[src/rtl/hld_pkg.sv]
package hld_pkg;
    localparam int WORD_W = 32;
    localparam int HALF_W = 16;
    localparam int IDX_W  = 4;
    localparam int IMM_W  = 8;
    localparam logic [1:0]       SIZE_HALF = 2'b01;
    localparam logic [IDX_W-1:0] PC_IDX    = 4'hF;

    typedef enum logic [2:0] {
        ST_IDLE  = 3'd0,
        ST_REQ   = 3'd1,
        ST_WAIT  = 3'd2,
        ST_WBASE = 3'd3,
        ST_WDEST = 3'd4,
        ST_FIN   = 3'd5
    } state_e;

    typedef struct packed {
        state_e              st;
        logic [WORD_W-1:0]   acc_addr;
        logic [WORD_W-1:0]   new_base;
        logic [IDX_W-1:0]    rn;
        logic [IDX_W-1:0]    rt;
        logic                wback;
        logic [HALF_W-1:0]   hword;
        logic                err;
    } ctx_t;
endpackage

[src/rtl/hld_decode.sv]
module hld_decode
    import hld_pkg::*;
(
    input  logic [27:0]       fields,
    output logic              legal,
    output logic              imm_form,
    output logic              add,
    output logic              index,
    output logic              wback,
    output logic              literal,
    output logic [IDX_W-1:0]  rn,
    output logic [IDX_W-1:0]  rt,
    output logic [IMM_W-1:0]  imm8
);
    logic shape_ok;
    logic regform_ok;

    always_comb begin
        shape_ok   = (fields[27:25] == 3'b000) && fields[20] && (fields[7:4] == 4'b1011);
        imm_form   = fields[22];
        add        = fields[23];
        index      = fields[24];
        wback      = fields[21] | ~fields[24];
        rn         = fields[19:16];
        rt         = fields[15:12];
        imm8       = {fields[11:8], fields[3:0]};
        literal    = (rn == PC_IDX);
        regform_ok = imm_form || (fields[11:8] == 4'b0000);
        legal      = shape_ok && regform_ok && !(literal && wback);
    end
endmodule

[src/rtl/hld_cond_check.sv]
module hld_cond_check (
    input  logic [3:0] cond,
    input  logic [3:0] nzcv,
    output logic       pass,
    output logic       undef
);
    logic n, z, c, v;
    assign {n, z, c, v} = nzcv;

    always_comb begin
        undef = (cond == 4'hF);
        unique case (cond)
            4'h0: pass = z;
            4'h1: pass = !z;
            4'h2: pass = c;
            4'h3: pass = !c;
            4'h4: pass = n;
            4'h5: pass = !n;
            4'h6: pass = v;
            4'h7: pass = !v;
            4'h8: pass = c && !z;
            4'h9: pass = !c || z;
            4'hA: pass = (n == v);
            4'hB: pass = (n != v);
            4'hC: pass = !z && (n == v);
            4'hD: pass = z || (n != v);
            4'hE: pass = 1'b1;
            default: pass = 1'b0;
        endcase
    end
endmodule

[src/rtl/hld_addr_gen.sv]
module hld_addr_gen #(
    parameter int W = 32
) (
    input  logic [W-1:0] base,
    input  logic [W-1:0] offset,
    input  logic         add,
    input  logic         index,
    output logic [W-1:0] offs_addr,
    output logic [W-1:0] acc_addr
);
    always_comb begin
        offs_addr = add ? (base + offset) : (base - offset);
        acc_addr  = index ? offs_addr : base;
    end
endmodule

[src/rtl/hword_load_unit.sv]
module hword_load_unit
    import hld_pkg::*;
#(
    parameter int PC_AHEAD = 8
) (
    input  logic                clk,
    input  logic                rst_n,
    input  logic                start,
    input  logic [WORD_W-1:0]   instr,
    input  logic [3:0]          flags,
    input  logic [WORD_W-1:0]   pc,
    output logic                busy,
    output logic [IDX_W-1:0]    rf_base_idx,
    input  logic [WORD_W-1:0]   rf_base_data,
    output logic [IDX_W-1:0]    rf_off_idx,
    input  logic [WORD_W-1:0]   rf_off_data,
    output logic                mem_req,
    output logic [WORD_W-1:0]   mem_addr,
    output logic [1:0]          mem_size,
    input  logic                mem_ready,
    input  logic                mem_rvalid,
    input  logic [HALF_W-1:0]   mem_rdata,
    output logic                wr_en,
    output logic [IDX_W-1:0]    wr_idx,
    output logic [WORD_W-1:0]   wr_data,
    output logic                done,
    output logic                err
);
    localparam int ZPAD = WORD_W - HALF_W;

    logic              legal, imm_form, add, index, wback, literal;
    logic [IDX_W-1:0]  rn, rt;
    logic [IMM_W-1:0]  imm8;
    logic              c_pass, c_undef;
    logic [WORD_W-1:0] base_val, offset_val, offs_addr, acc_addr;
    ctx_t              q, d;

    hld_decode u_dec (
        .fields  (instr[27:0]),
        .legal   (legal),
        .imm_form(imm_form),
        .add     (add),
        .index   (index),
        .wback   (wback),
        .literal (literal),
        .rn      (rn),
        .rt      (rt),
        .imm8    (imm8)
    );

    hld_cond_check u_cond (
        .cond (instr[31:28]),
        .nzcv (flags),
        .pass (c_pass),
        .undef(c_undef)
    );

    always_comb begin
        base_val   = literal ? ({pc[WORD_W-1:2], 2'b00} + WORD_W'(PC_AHEAD)) : rf_base_data;
        offset_val = imm_form ? {{(WORD_W-IMM_W){1'b0}}, imm8} : rf_off_data;
    end

    hld_addr_gen #(.W(WORD_W)) u_agen (
        .base     (base_val),
        .offset   (offset_val),
        .add      (add),
        .index    (index),
        .offs_addr(offs_addr),
        .acc_addr (acc_addr)
    );

    always_comb begin
        d = q;
        unique case (q.st)
            ST_IDLE: begin
                if (start) begin
                    d.rn       = rn;
                    d.rt       = rt;
                    d.wback    = wback;
                    d.acc_addr = acc_addr;
                    d.new_base = offs_addr;
                    d.err      = 1'b0;
                    if (!legal || c_undef) begin
                        d.err = 1'b1;
                        d.st  = ST_FIN;
                    end else if (!c_pass) begin
                        d.st  = ST_FIN;
                    end else begin
                        d.st  = ST_REQ;
                    end
                end
            end
            ST_REQ:   if (mem_ready) d.st = ST_WAIT;
            ST_WAIT: begin
                if (mem_rvalid) begin
                    d.hword = mem_rdata;
                    d.st    = q.wback ? ST_WBASE : ST_WDEST;
                end
            end
            ST_WBASE: d.st = ST_WDEST;
            ST_WDEST: d.st = ST_FIN;
            ST_FIN: begin
                d.st  = ST_IDLE;
                d.err = 1'b0;
            end
            default:  d.st = ST_IDLE;
        endcase
    end

    always_ff @(posedge clk or negedge rst_n) begin
        if (!rst_n) q <= '0;
        else        q <= d;
    end

    always_comb begin
        busy        = (q.st != ST_IDLE);
        rf_base_idx = rn;
        rf_off_idx  = instr[3:0];
        mem_req     = (q.st == ST_REQ);
        mem_addr    = q.acc_addr;
        mem_size    = SIZE_HALF;
        wr_en       = (q.st == ST_WBASE) || (q.st == ST_WDEST);
        wr_idx      = (q.st == ST_WBASE) ? q.rn : q.rt;
        wr_data     = (q.st == ST_WBASE) ? q.new_base : {{ZPAD{1'b0}}, q.hword};
        done        = (q.st == ST_FIN);
        err         = q.err;
    end

    assert_req_hold_R12: assert property (@(posedge clk) disable iff (!rst_n)
        (mem_req && !mem_ready) |=> (mem_req && $stable(mem_addr)));

    assert_done_pulse_R12: assert property (@(posedge clk) disable iff (!rst_n)
        done |=> !done);

    assert_err_with_done_R9: assert property (@(posedge clk) disable iff (!rst_n)
        err |-> done);

    assert_cond_fail_quiet_R8: assert property (@(posedge clk) disable iff (!rst_n)
        (start && !busy && !c_pass) |=> (!mem_req && !wr_en));

    assert_literal_no_wb_R11: assert property (@(posedge clk) disable iff (!rst_n)
        (q.st == ST_WBASE) |-> (wr_idx != PC_IDX));
endmodule

[config.mk]
export PLATFORM = sky130hd
export DESIGN_NAME = hword_load_unit
export DESIGN_NICKNAME = d
export VERILOG_FILES = /design/src/rtl/hld_pkg.sv /design/src/rtl/hld_decode.sv /design/src/rtl/hld_cond_check.sv /design/src/rtl/hld_addr_gen.sv /design/src/rtl/hword_load_unit.sv
export SDC_FILE = /design/constraint.sdc
export NUM_CORES = 1
export LEC_CHECK = 0
export BUFFER_PORTS_ARGS = -buffer_cell sky130_fd_sc_hd__buf_2
export CORE_ASPECT_RATIO = 1.75
export CORE_MARGIN = 2
export CORE_UTILIZATION = 35
export DETAILED_ROUTE_END_ITERATION = 6
export PLACE_DENSITY = 0.58
export SYNTH_ARGS = -nofsm -noshare
export SYNTH_HDL_FRONTEND = slang
export SYNTH_SLANG_ARGS = --single-unit
[constraint.sdc]
create_clock -name clk -period 6.7 [get_ports clk]
set_input_delay 2.01 -clock clk [delete_from_list [all_inputs] [get_ports clk]]
set_output_delay 2.01 -clock clk [all_outputs]
set_load 0.03 [all_outputs]
## After elaboration in Yosys (flattened, before gate mapping)

Index checks and enable logic that the tools add are counted.

- Output and inout port bits: 83
- Logic and storage cells: 85
- Bits in registers: 93
- Input bits: 153

- Mux-type cells: 17
- Bitwise logic cells: 2
- Reductions and logical operators: 28
- Equal/unequal tests: 27
- Add/subtract/negate cells: 3

Operators with widths:

| operator | number |
|---|---|
| 32-bit two-way mux | 5 |
| 76-bit two-way mux | 1 |
| 4-bit equality test, second input constant | 10 |
| 32-bit adder | 1 |
| 32-bit by 4-bit adder with 32-bit output, second input constant | 1 |
| 32-bit subtractor | 1 |
| 4-bit by 3-bit equality test with 1-bit output, second input constant | 4 |
| 3-bit two-way mux | 5 |
| 1-bit one-hot mux with 15 select lines | 1 |
| 3-bit one-hot mux with 5 select lines | 1 |
| 4-bit by 2-bit equality test with 1-bit output, second input constant | 2 |
| 4-bit zero test | 2 |
| 1-bit logical AND | 7 |
| 3-bit by 2-bit equality test with 1-bit output, second input constant | 2 |
| 3-bit equality test, second input constant | 2 |
| 1-bit zero test | 6 |
| 3-bit zero test | 2 |
| 2-bit AND reduction | 3 |
| 1-bit logical OR | 5 |
| 4-bit by 1-bit equality test with 1-bit output, second input constant | 1 |
| 4-bit two-way mux | 1 |
| 2-bit != test, second input constant | 2 |
| 3-bit by 1-bit equality test with 1-bit output, second input constant | 1 |
| 3-bit AND reduction | 1 |
| 9 further kinds | 10 |

## Longest topological paths before layout

Gate-level depths: netlist of run 1.

- Word-level depth: 10
- Gate-level depth with buffers: 23
- Mapped depth without buffers: 19

## Modules after synthesis

From an unflattened synthesis of run 1, not the netlist that was laid out.

- Cells, all modules: 972
- Area, all modules: 8813.5 um2

Modules (own cells, without submodules):

| module | cells an instance | area each (um2) | times used | sequential area each (um2) |
|---|---|---|---|---|
| hword_load_unit | 500 | 5375.2 | 1 | 2327.2 |
| hld_addr_gen | 416 | 3030.4 | 1 | 0.0 |
| hld_decode | 26 | 205.2 | 1 | 0.0 |
| hld_cond_check | 30 | 202.7 | 1 | 0.0 |

## Least setup slack after synthesis of run 1

No wires, ideal clock.

- Path kind: input-to-reg
- From: input port instr[22]
- To: register q[56] (netlist bit)
- Cell stages on the path: 22
- Library setup time: 125 ps
- Buffers on the path: 5
- Path slack: -43 ps
- Data required time: 6575 ps
- Data arrival time: 6619 ps
- Cells stage by stage: buf_6 -> clkbuf_1 -> buf_1 -> clkbuf_1 -> mux2i_1 -> ha_1 -> o21ai_0 -> or2_2 -> nor2_1 -> nor2_1 -> nor2_1 -> a311oi_1 -> ha_1 -> clkbuf_1 -> o21ai_0 -> a21oi_1 -> a221o_1 -> a31oi_2 -> o41ai_1 -> a221o_1 -> xor2_1 -> mux2_2

- Cells in the longest elaborated chain, start to end: 3
- Elaborated cells between the ends (all ways): 4
- Those cells by class: 2 x add/sub; 2 x mux

RTL lines:

| element | line | RTL |
|---|---|---|
| start: declaration | hword_load_unit.sv:9 | `input logic [WORD_W-1:0] instr,` |
| 32-bit two-way mux (*) | hword_load_unit.sv:60 | `offset_val = imm_form ? {{(WORD_W-IMM_W){1'b0}}, imm8} : rf_off_data;` |
| 32-bit subtractor or 32-bit adder (tied branches) | hld_addr_gen.sv:12 | `offs_addr = add ? (base + offset) : (base - offset);` |
| 32-bit two-way mux (*) | hld_addr_gen.sv:12 |  |
| end signal: assignment | hword_load_unit.sv:111 | `if (!rst_n) q <= '0;` |
| end signal: assignment | hword_load_unit.sv:112 | `else q <= d;` |
| end: declaration | hword_load_unit.sv:36 | `ctx_t q, d;` |

Every way passes the cells marked *; elsewhere a longest branch is shown, timed or not.
A chain may end at the register's enable or synchronous reset.

## Worst setup path after layout of run 1

- From: input port instr[22]
- To: register q (netlist bit mem_addr[30])

- Cells in the longest elaborated chain, start to end: 4
- Elaborated cells between the ends (all ways): 5
- Those cells by class: 2 x add/sub; 3 x mux

RTL lines:

| element | line | RTL |
|---|---|---|
| 32-bit two-way mux (*) | hword_load_unit.sv:60 |  |
| 32-bit subtractor or 32-bit adder (tied branches) | hld_addr_gen.sv:12 |  |
| 32-bit two-way mux (*) | hld_addr_gen.sv:12 |  |
| 32-bit two-way mux (*) | hld_addr_gen.sv:13 | `acc_addr = index ? offs_addr : base;` |

Marked as above.

==> out/metrics.yaml, run 1 <==
worst_setup_path:
  path_delay_family: "compound AO/OA/AOI/OAI gates"
  cp.arrival_ns: 6.46
  slowest_delay_ns: 0.59
  crit_type: "input port to flop"
  critPathSlowestCell: "o41ai_1"
  crit_fanout: 6
  path_buf_inv: 1
  crit_chain: "buf_2 > or4_4 > o21ai_2 > nor3b_4 > nand2_1 > nor3_1 > nor2_1 > nor2_1 > nor2_1 > ha_1 > a21oi_1 > a32oi_1 > o31a_1 > a31oi_2 > o41ai_1 > a221o_1 > xor2_1 > mux2i_1 > o21ai_0"
  worstSetupEndpointType: "flop"
  cp.required_ns: 6.97
  startpoint_type: "input port"
  crit_top_cell: "nor2_1"
synthesis:
  synth_edf_count: 0
  syn_nets: 1214
  ys_warn_count: 0
  yosys_register_bits: 93
  synthArstFlopShare_pct: 100
  avgSynthCellArea_sq_um: 7.86
  synthFlopType: "dfrtp_1"
  synth_area_sq_um: 8070
  syn_inst: 1027
  yosysUniqueCellTypes: 67
  seq_area_frac_synth_pct: 28.8
grt:
  grt_pass1_wl_mm: 38.3
  overflow: 0
  track_usage_pct: 19.8
  antenna_found_initial: 0
  grt_pass1_vias: 7462
  grt_max_degree: 67
final_layout:
  antenna_cells: 0
  fillers: 2431
  utilization_pct: 41.9
  synthToLayoutAreaGrowth_pct: 17.6
  final_area_sq_um: 9490
  final_layout_size_suffix_gt1_share_pct: 26.5
  nets: 1379
clocking:
  numCtsBuffers: 9
  cts_sinks: 93
  clk_pin_slew_ns: 0.07
  cts_resized: 0
  cts_tree: "yes"
  cts_max_level: 3
  cts.hold.buffers_added: 0
  cts-root-buf: "clkbuf_16"
  post_cts_buffers: 0
  cts_buffer_depth: 2
  clkLatencyLatePin_ns: 0.36
sta:
  fmax_mhz: 162
  fin_skew_ns: 0.00537
  rsz0062_at_grt: "no"
  hold_violations: 0
  setup_violations: 0
  period_share_pct: 92.3
  finalSetupTns_ns: 0
  hold-worst-slack_ns: 0.474
  finalCriticalPeriod_ns: 6.19
  drv_slew: 0
  slew_headroom_pct: 46.5
  tightestPinTransition_ns: 0.803
placed_design:
  place_congestion: 0.924
  place_hpwl_mm: 20.1
  postPlaceCellArea_sq_um: 9220
  portBuffers: 231
die:
  io_pins: 236
  die_x_microns: 119
  die_h_microns: 205
  start_util_pct: 35.6
  rows: 73
  core_sq_um: 22700
  dieArea_sq_um: 24300
route:
  drt_iter0_markers: 468
  ant_nets: 0
  vias: 7742
  dr.pass1.iters: 5
  routed_wl_mm: 24.4
  drc: 0
  routedWlPerCell_microns: 16.3
  avgViaCountPerCell: 5.17
power:
  p_per_area_nw_per_um2: 325
  power.leakage_nw: 4.43
  peakVddDrop_uv: 116
flow_run:
  drv_cap: 0
hold_path:
  worstHoldPathType: "flop to flop"
run_status:
  outcome: "finished, final reports clean"
state kept, by name, summed over array words and instances, names as in the netlist:
signal    count
err           1
q            60
mem_addr     32
layer usage:
metal / vias to the layer above / wire length (microns) / GRT usage, %
met3: 40 / 969 / 2.45
met2: 226 / 12600 / 35.7
met1: 3573 / 10100 / 23.5
met5: - / 0 / 0
li1: 3903 / - / -
met4: 0 / 737 / 8.25
per-stage QoR:
stage	total power, mW	std cells	setup WS (ns)
floorplan	2.26	1027	0.0766
global placement	2.61	1481	0.217
detailed placement	2.64	1481	0.154
CTS	3.13	1497	0.518
global route	3.32	1497	0.0687
finish	3.09	1497	0.514
placed cells by master (no fill, tap or decap), types with 28 or more instances in the layout:
master   count
xor2_1      28
a21oi_1     58
dfrtp_1     93
nor3_1      30
mux2_2      45
nand2_1    157
buf_2      230
o21ai_0    107
xnor2_1     49
nor2_1      90
ha_1        33
kinds of logic after synthesis:
kind of cell | share of synthesized area, %
AOI/OAI and AO/OA | 18.8
buffers and inverters | 7.35
adders and majority gates | 5.37
and+or+nand+nor | 22.5
xor gates and xnor gates | 8.36
DFF | 28.8
other | 0.0931
muxes | 8.64
area by class of cell:
class | count | area (sq um) | area share (%)
clock buffers | 11 | 233 | 2.45
multi-input cells | 820 | 5160 | 54.4
inverters | 21 | 78.8 | 0.831
repair buffers | 247 | 1280 | 13.5
flip-flops and latches | 93 | 2330 | 24.5
well taps | 300 | 375 | 3.96
clock inverters | 5 | 36.3 | 0.382
power by group:
part	internal (mW)	switching (mW)
logic	0.581	1.04
clock network	0.252	0.224
registers	0.834	0.151
total	1.67	1.42
path summary, 6_finish.rpt:
check / startpoint / to / depth (start not counted) / slack [ns]
hold / removal: q[44] / q[44] / 2 / 0.47
min in group asynchronous: rst_n / q[51] / 1 / 1.66
hold reg to reg: q[44] / q[44] / 2 / 0.47
setup / recovery: instr[22] / mem_addr[30] / 19 / 0.51
setup reg to reg: q[91] / mem_addr[28] / 6 / 4.28
max in group asynchronous: rst_n / q[5] / 2 / 3.99
worst min-delay path: stages, from the launching register on:
cell	delay (ns)
dfrtp_1	0.34
nand2_1	0.04
o21ai_0	0.06
Yosys cell counts, drive strengths merged (4+ instances only):
cell type | count | area share [%]
nor4 | 9 | 0.70
nand2 | 158 | 7.4
dfrtp | 93 | 29
mux2i | 19 | 2.4
a311oi | 4 | 0.43
a221o | 4 | 0.50
nor2 | 90 | 4.2
o21ai | 111 | 6.9
a31oi | 6 | 0.54
and2 | 20 | 1.6
nand3 | 23 | 1.4
and3 | 8 | 0.62
nand2b | 5 | 0.39
xnor2 | 49 | 5.3
clkbuf | 43 | 2.0
a21o | 14 | 1.3
xor2 | 28 | 3.0
or3 | 5 | 0.39
inv | 20 | 0.93
ha | 33 | 5.1
nor2b | 10 | 0.78
o21bai | 10 | 0.93
mux2 | 45 | 6.3
a22oi | 8 | 0.74
a211oi | 6 | 0.56
nand4 | 11 | 0.85
buf | 50 | 4.4
nor3 | 30 | 1.9
nor3b | 7 | 0.79
a21oi | 58 | 3.6
o211ai | 4 | 0.37
(Power assumes the default switching activity.)
==> run 2, diff against run 1 <==
--- a/config.mk
+++ b/config.mk
@@ -9,8 +9,10 @@
 export CORE_ASPECT_RATIO = 1.75
 export CORE_MARGIN = 2
 export CORE_UTILIZATION = 35
+export CTS_CLUSTER_SIZE = 24
 export DETAILED_ROUTE_END_ITERATION = 6
-export PLACE_DENSITY = 0.58
+export PLACE_DENSITY = 0.57
 export SYNTH_ARGS = -nofsm -noshare
 export SYNTH_HDL_FRONTEND = slang
+export SYNTH_HIERARCHICAL = 1
 export SYNTH_SLANG_ARGS = --single-unit
==> out/metrics.yaml, run 2 <==
run_status:
  outcome: "finished, final reports clean"
sta:
  rsz0062_at_grt: "no"
  fmax_mhz: 161
  fin_skew_ns: 0.00812
  period_share_pct: 92.8
  slew_headroom_pct: 29.0
  hold_violations: 0
  fin_ws_ns: 0.483
  finalSetupTns_ns: 0
  drv_slew: 0
  finalCriticalPeriod_ns: 6.22
  tightestPinTransition_ns: 1.07
  setup_violations: 0
power:
  fin_total_pwr_mw: 3.44
  peakVddDrop_uv: 263
  power.leakage_nw: 4.54
  p_per_area_nw_per_um2: 340
synthesis:
  syn_inst: 972
  synth_compound_area_share_pct: 13.8
  post-synth-top-count-cell: "mux2_2"
  synthArstFlopShare_pct: 100
  seq_area_frac_synth_pct: 26.4
  synth-simple-area-share_pct: 18.8
  synth-xor-area-share_pct: 7.34
  yosys_register_bits: 93
  synth_area_sq_um: 8810
  synth-adder-area-share_pct: 5.91
  ys_warn_count: 6
  yosysUniqueCellTypes: 77
  synthFlopType: "dfrtp_1"
  synth_commonest_cells: "mux2_2 (147), nor2_1 (96), dfrtp_1 (93)"
  synthTopCellsByArea: "dfrtp_1 (26%), mux2_2 (19%), ha_1 (5.7%), buf_4 (4.9%), xor2_1 (4.3%)"
  synthMuxAreaShare_pct: 19.5
  synth_largest_area_cell: "dfrtp_1"
  synth_top_area_share_pct: 26.4
  syn_nets: 1166
  synth_edf_count: 0
  avgSynthCellArea_sq_um: 9.07
  synth_top_family_by_area: "multiplexers"
route:
  drt_iter0_markers: 321
  drc: 0
  routed_wl_mm: 28.0
  avgViaCountPerCell: 5.33
  routedWlPerCell_microns: 19.5
  ant_nets: 0
  dr.pass1.iters: 4
  vias: 7665
clocking:
  numCtsBuffers: 9
  cts_tree: "yes"
  cts_max_level: 3
  cts_sinks: 93
  clk_pin_slew_ns: 0.07
  cts_buffer_depth: 2
  cts.hold.buffers_added: 0
  cts-root-buf: "clkbuf_16"
  clkLatencyLatePin_ns: 0.34
  cts_resized: 0
  post_cts_buffers: 0
final_layout:
  final_layout_size_suffix_gt1_share_pct: 39.2
  synthToLayoutAreaGrowth_pct: 14.8
  largest_reg_flops: 60
  layout_commonest_cell: "buf_2"
  final_cell_mix: "buf_2 (230), mux2_2 (147), nor2_1 (96), dfrtp_1 (93), a21oi_1 (63)"
  nets: 1313
  top_register: "q"
hold_path:
  worstHoldPathType: "flop to flop"
die:
  dieArea_sq_um: 26500
  die_h_microns: 214
  io_pins: 236
  rows: 76
  die_x_microns: 124
  core_sq_um: 24700
  start_util_pct: 35.6
placed_design:
  place_congestion: 0.899
  preCtsSetupSlack_ns: 0.201
  place_hpwl_mm: 23.0
  portBuffers: 231
grt:
  grt_pass1_wl_mm: 43.1
  grt_pass1_vias: 7914
  grt_max_degree: 53
  track_usage_pct: 21.4
  antenna_found_initial: 2
  overflow: 0
worst_setup_path:
  worstSetupEndpointType: "flop"
  cp.required_ns: 6.93
  crit_type: "input port to flop"
  crit_fanout: 10
  startpoint_type: "input port"
  cp.arrival_ns: 6.45
flow_run:
  drv_cap: 0
run 2: changes by cell type after synthesis, moves of 20 or more:
cell	delta
buf_2	+23
mux2_2	+102
nand2_1	-108
nor2b_1	+27
o21ai_0	-94
xnor2_1	-20
run 2: final timing paths:
| kind | depth (start not counted) | from | endpoint | slack, ns |
|---|---|---|---|---|
| max | 19 | instr[22] | mem_addr[31] | 0.48 |
| min | 1 | q[43] | q[43] | 0.50 |
| max reg2reg | 4 | q[90] | mem_addr[7] | 3.84 |
| min reg2reg | 1 | q[43] | q[43] | 0.50 |
| max in group asynchronous | 2 | rst_n | q[1] | 3.98 |
| min in group asynchronous | 1 | rst_n | mem_addr[27] | 1.69 |
run 2: cells by family (layout without fill, tap and decap cells):
group           Yosys count  in the layout
simple gates            311            311
compound gates          177            177
mux                     152            152
buf+inv                 123            275
flops                    93             93
xor+xnor                 73             73
fa+ha+maj                41             41
other cells               2              4
run 2: layout make-up:
class | instances | area [sq um]
tap | 312 | 390
timing repair buffer | 245 | 1280
fill | 2541 | 14600
clock inverter | 5 | 58.8
clock buffer | 11 | 243
inverter | 14 | 52.6
sequential | 93 | 2330
multi-input combinational | 756 | 5770
antenna | 2 | 5.00
run 2: stage by stage:
stage / std cells / util (%) / hold slack (ns) / area [sq um]
after floorplan: 972 / - / 0.473 / 8810
after global placement: 1420 / 39.7 / 0.485 / 9810
after detailed placement: 1420 / 39.7 / 0.490 / 9810
after CTS: 1436 / 40.9 / 0.504 / 10100
after global routing: 1438 / 40.9 / 0.516 / 10100
final: 1438 / 40.9 / 0.502 / 10100
run 2: power breakdown:
group | leakage [nW] | internal [mW] | switching (mW)
sequential | 1.10 | 0.853 | 0.171
combinational | 3.30 | 0.786 | 1.11
clock | 0.142 | 0.300 | 0.221
run 2: layer usage:
| metal | share of wire [%] | track usage [%] |
|---|---|---|
| met5 | 0 | 0 |
| met1 | 34 | 21.3 |
| met2 | 60 | 43.5 |
| met3 | 2.6 | 1.97 |
| met4 | 3.4 | 7.83 |
run 2: worst max-delay path, cell delays in order:
cell and delay, ns:
buf_2 0.22, mux2_2 0.41, inv_1 0.07, ha_1 0.19, nand2_1 0.07, nor3_1 0.24, and3_1 0.28, and3_1 0.32
a21oi_1 0.13, xor2_1 0.23, ha_1 0.33, a21oi_2 0.19, o21ai_2 0.14, o21a_1 0.20, or4b_1 0.51, a41oi_1 0.22
xnor2_1 0.16, mux2_4 0.28, mux2_2 0.26
==> run 3, diff against run 2 <==
--- a/config.mk
+++ b/config.mk
@@ -5,13 +5,14 @@
 export SDC_FILE = /design/constraint.sdc
 export NUM_CORES = 1
 export LEC_CHECK = 0
+export ABC_AREA = 1
 export BUFFER_PORTS_ARGS = -buffer_cell sky130_fd_sc_hd__buf_2
 export CORE_ASPECT_RATIO = 1.75
 export CORE_MARGIN = 2
 export CORE_UTILIZATION = 35
 export CTS_CLUSTER_SIZE = 24
 export DETAILED_ROUTE_END_ITERATION = 6
-export PLACE_DENSITY = 0.57
+export PLACE_DENSITY = 0.56
 export SYNTH_ARGS = -nofsm -noshare
 export SYNTH_HDL_FRONTEND = slang
 export SYNTH_HIERARCHICAL = 1
==> out/metrics.yaml, run 3 <==
worst_setup_path:
  rrSetupSlack_ns: 4.05
  reg2reg_from: "q[90]"
  cp.required_ns: 6.91
  crit_fanout: 26
  worstSetupEndpointType: "flop"
  rr_worst_depth: 8
  rr_endpoint: "q[90]"
  crit_type: "input port to flop"
  cp.arrival_ns: 5.60
  startpoint_type: "input port"
clocking:
  numCtsBuffers: 9
  clkLatencyLatePin_ns: 0.36
  clk_pin_slew_ns: 0.07
  cts_tree: "yes"
  cts.hold.buffers_added: 0
  cts_sinks: 93
  cts_buffer_depth: 2
  cts_max_level: 3
  post_cts_buffers: 0
  cts_resized: 0
  cts-root-buf: "clkbuf_16"
final_layout:
  utilization_pct: 40.1
  final_layout_size_suffix_gt1_share_pct: 19.2
  antenna_cells: 0
  top_register: "q"
  stdcell_count: 2140
  synthToLayoutAreaGrowth_pct: 13.3
  fillers: 3162
  final_cell_mix: "nand2_1 (669), buf_2 (230), inv_1 (199), nor2_1 (169), dfrtp_1 (93)"
  nets: 1956
  layout_commonest_cell: "nand2_1"
  largest_reg_flops: 60
hold_path:
  whs_endpoint: "mem_addr[24]"
  worstHoldPathCells: 2
  worstHoldPathType: "flop to flop"
  min-delay-start: "mem_addr[24]"
sta:
  hold_violations: 0
  rsz0062_at_grt: "no"
  drv_slew: 0
  slew_headroom_pct: 21.0
  finalCriticalPeriod_ns: 5.39
  tightestPinTransition_ns: 1.18
  finalSetupTns_ns: 0
  fin_skew_ns: 0.00872
  setup_violations: 0
  fmax_mhz: 185
  period_share_pct: 80.5
route:
  routed_wl_mm: 30.0
  avgViaCountPerCell: 4.58
  drt_iter0_markers: 357
  vias: 9794
  ant_nets: 0
  drc: 0
  routedWlPerCell_microns: 14.0
  dr.pass1.iters: 5
synthesis:
  synth_commonest_cells: "nand2_1 (669), inv_1 (199), nor2_1 (169)"
  seq_area_frac_synth_pct: 23.7
  synth_largest_area_cell: "nand2_1"
  avgSynthCellArea_sq_um: 6.09
  yosysUniqueCellTypes: 48
  syn_inst: 1612
  ys_warn_count: 6
  synthTopCellsByArea: "nand2_1 (26%), dfrtp_1 (24%), inv_1 (7.6%), nor2_1 (6.5%), ha_1 (5.1%)"
  synth_area_sq_um: 9820
  yosys_register_bits: 93
  synth_edf_count: 0
  synth_top_area_share_pct: 25.6
  synthFlopType: "dfrtp_1"
  syn_nets: 1806
  synthArstFlopShare_pct: 100
  post-synth-top-count-cell: "nand2_1"
grt:
  overflow: 0
  grt_pass1_wl_mm: 47.6
  grt_max_degree: 95
  antenna_found_initial: 0
  track_usage_pct: 20.7
  grt_pass1_vias: 9828
placed_design:
  place_congestion: 0.927
  portBuffers: 231
  place_hpwl_mm: 25.2
  dp.cells: 2124
power:
  power.leakage_nw: 6.52
  fin_total_pwr_mw: 3.27
  p_per_area_nw_per_um2: 294
  peakVddDrop_uv: 170
die:
  dieArea_sq_um: 29500
  core_sq_um: 27800
  start_util_pct: 35.4
  die_x_microns: 131
  die_h_microns: 226
  io_pins: 236
  rows: 81
run_status:
  outcome: "finished, final reports clean"
flow_run:
  drv_cap: 0
run 3: how the worst max path moves through the flow:
stage / startpoint / to / slack [ns] / cells past startpoint
3_5_place_dp: instr[22] / q[53] / 0.90 / 19
6_report: instr[22] / q[53] / 1.31 / 19
3_3_place_gp: instr[22] / q[53] / 0.95 / 19
2_1_floorplan: instr[22] / q[53] / 1.76 / 19
5_1_grt: instr[22] / q[53] / 0.99 / 21
4_1_cts: instr[22] / q[53] / 1.27 / 19
run 3: layout make-up:
cell class	instances	area [sq um]	share of cell area, %
clock buffers	9	225	2.02
inverters	204	766	6.88
flip-flops and latches	93	2330	20.9
clock inverters	7	62.6	0.562
repair buffers	235	1190	10.7
well taps	373	467	4.19
multi-input cells	1219	6090	54.7
run 3: worst max-delay path: stages:
cell and delay [ns]:
buf_2 0.18, buf_4 0.31, mux2_2 0.42, nor2_1 0.14, inv_1 0.05, nor2_1 0.14, nand2_1 0.14, o21ai_2 0.26
nand3_1 0.16, xor2_1 0.17, ha_1 0.35, a21oi_1 0.23, nand2_1 0.12, o21bai_1 0.16, a21oi_1 0.27, nand3_1 0.13
and2_1 0.18, nand2_1 0.06, o21ai_0 0.09
run 3: layer usage:
metal	track usage, %	vias to the layer above	wire length [microns]
met5	0	-	0
met4	8.99	0	1060
met3	1.75	52	976
met2	39.3	217	15600
met1	23.0	4359	12300
li1	-	5166	-
run 3: where the power goes:
group | internal, mW | switching (mW)
logic | 0.605 | 1.20
clock network | 0.261 | 0.241
registers | 0.828 | 0.130
total | 1.69 | 1.57
run 3: logic make-up after synthesis:
kind of cell             after synthesis  share of synthesized area [%]
buffers and inverters                300                           14.3
AO/OA/AOI/OAI                         82                           4.70
flip-flops                            93                           23.7
multiplexers                          44                           5.43
other                                  2                         0.0765
AND/OR/NAND/NOR                     1000                           41.9
adder cells (fa/ha/maj)               41                           5.30
XOR/XNOR                              50                           4.61
run 3: metrics by stage:
step,worst slack [ns],cell area (sq um),hold WS [ns]
6_report,1.31,11100,0.465
5_1_grt,0.987,11100,0.491
4_1_cts,1.27,11100,0.472
3_5_place_dp,0.899,10800,0.454
3_3_place_gp,0.953,10800,0.450
2_1_floorplan,1.76,9820,0.436
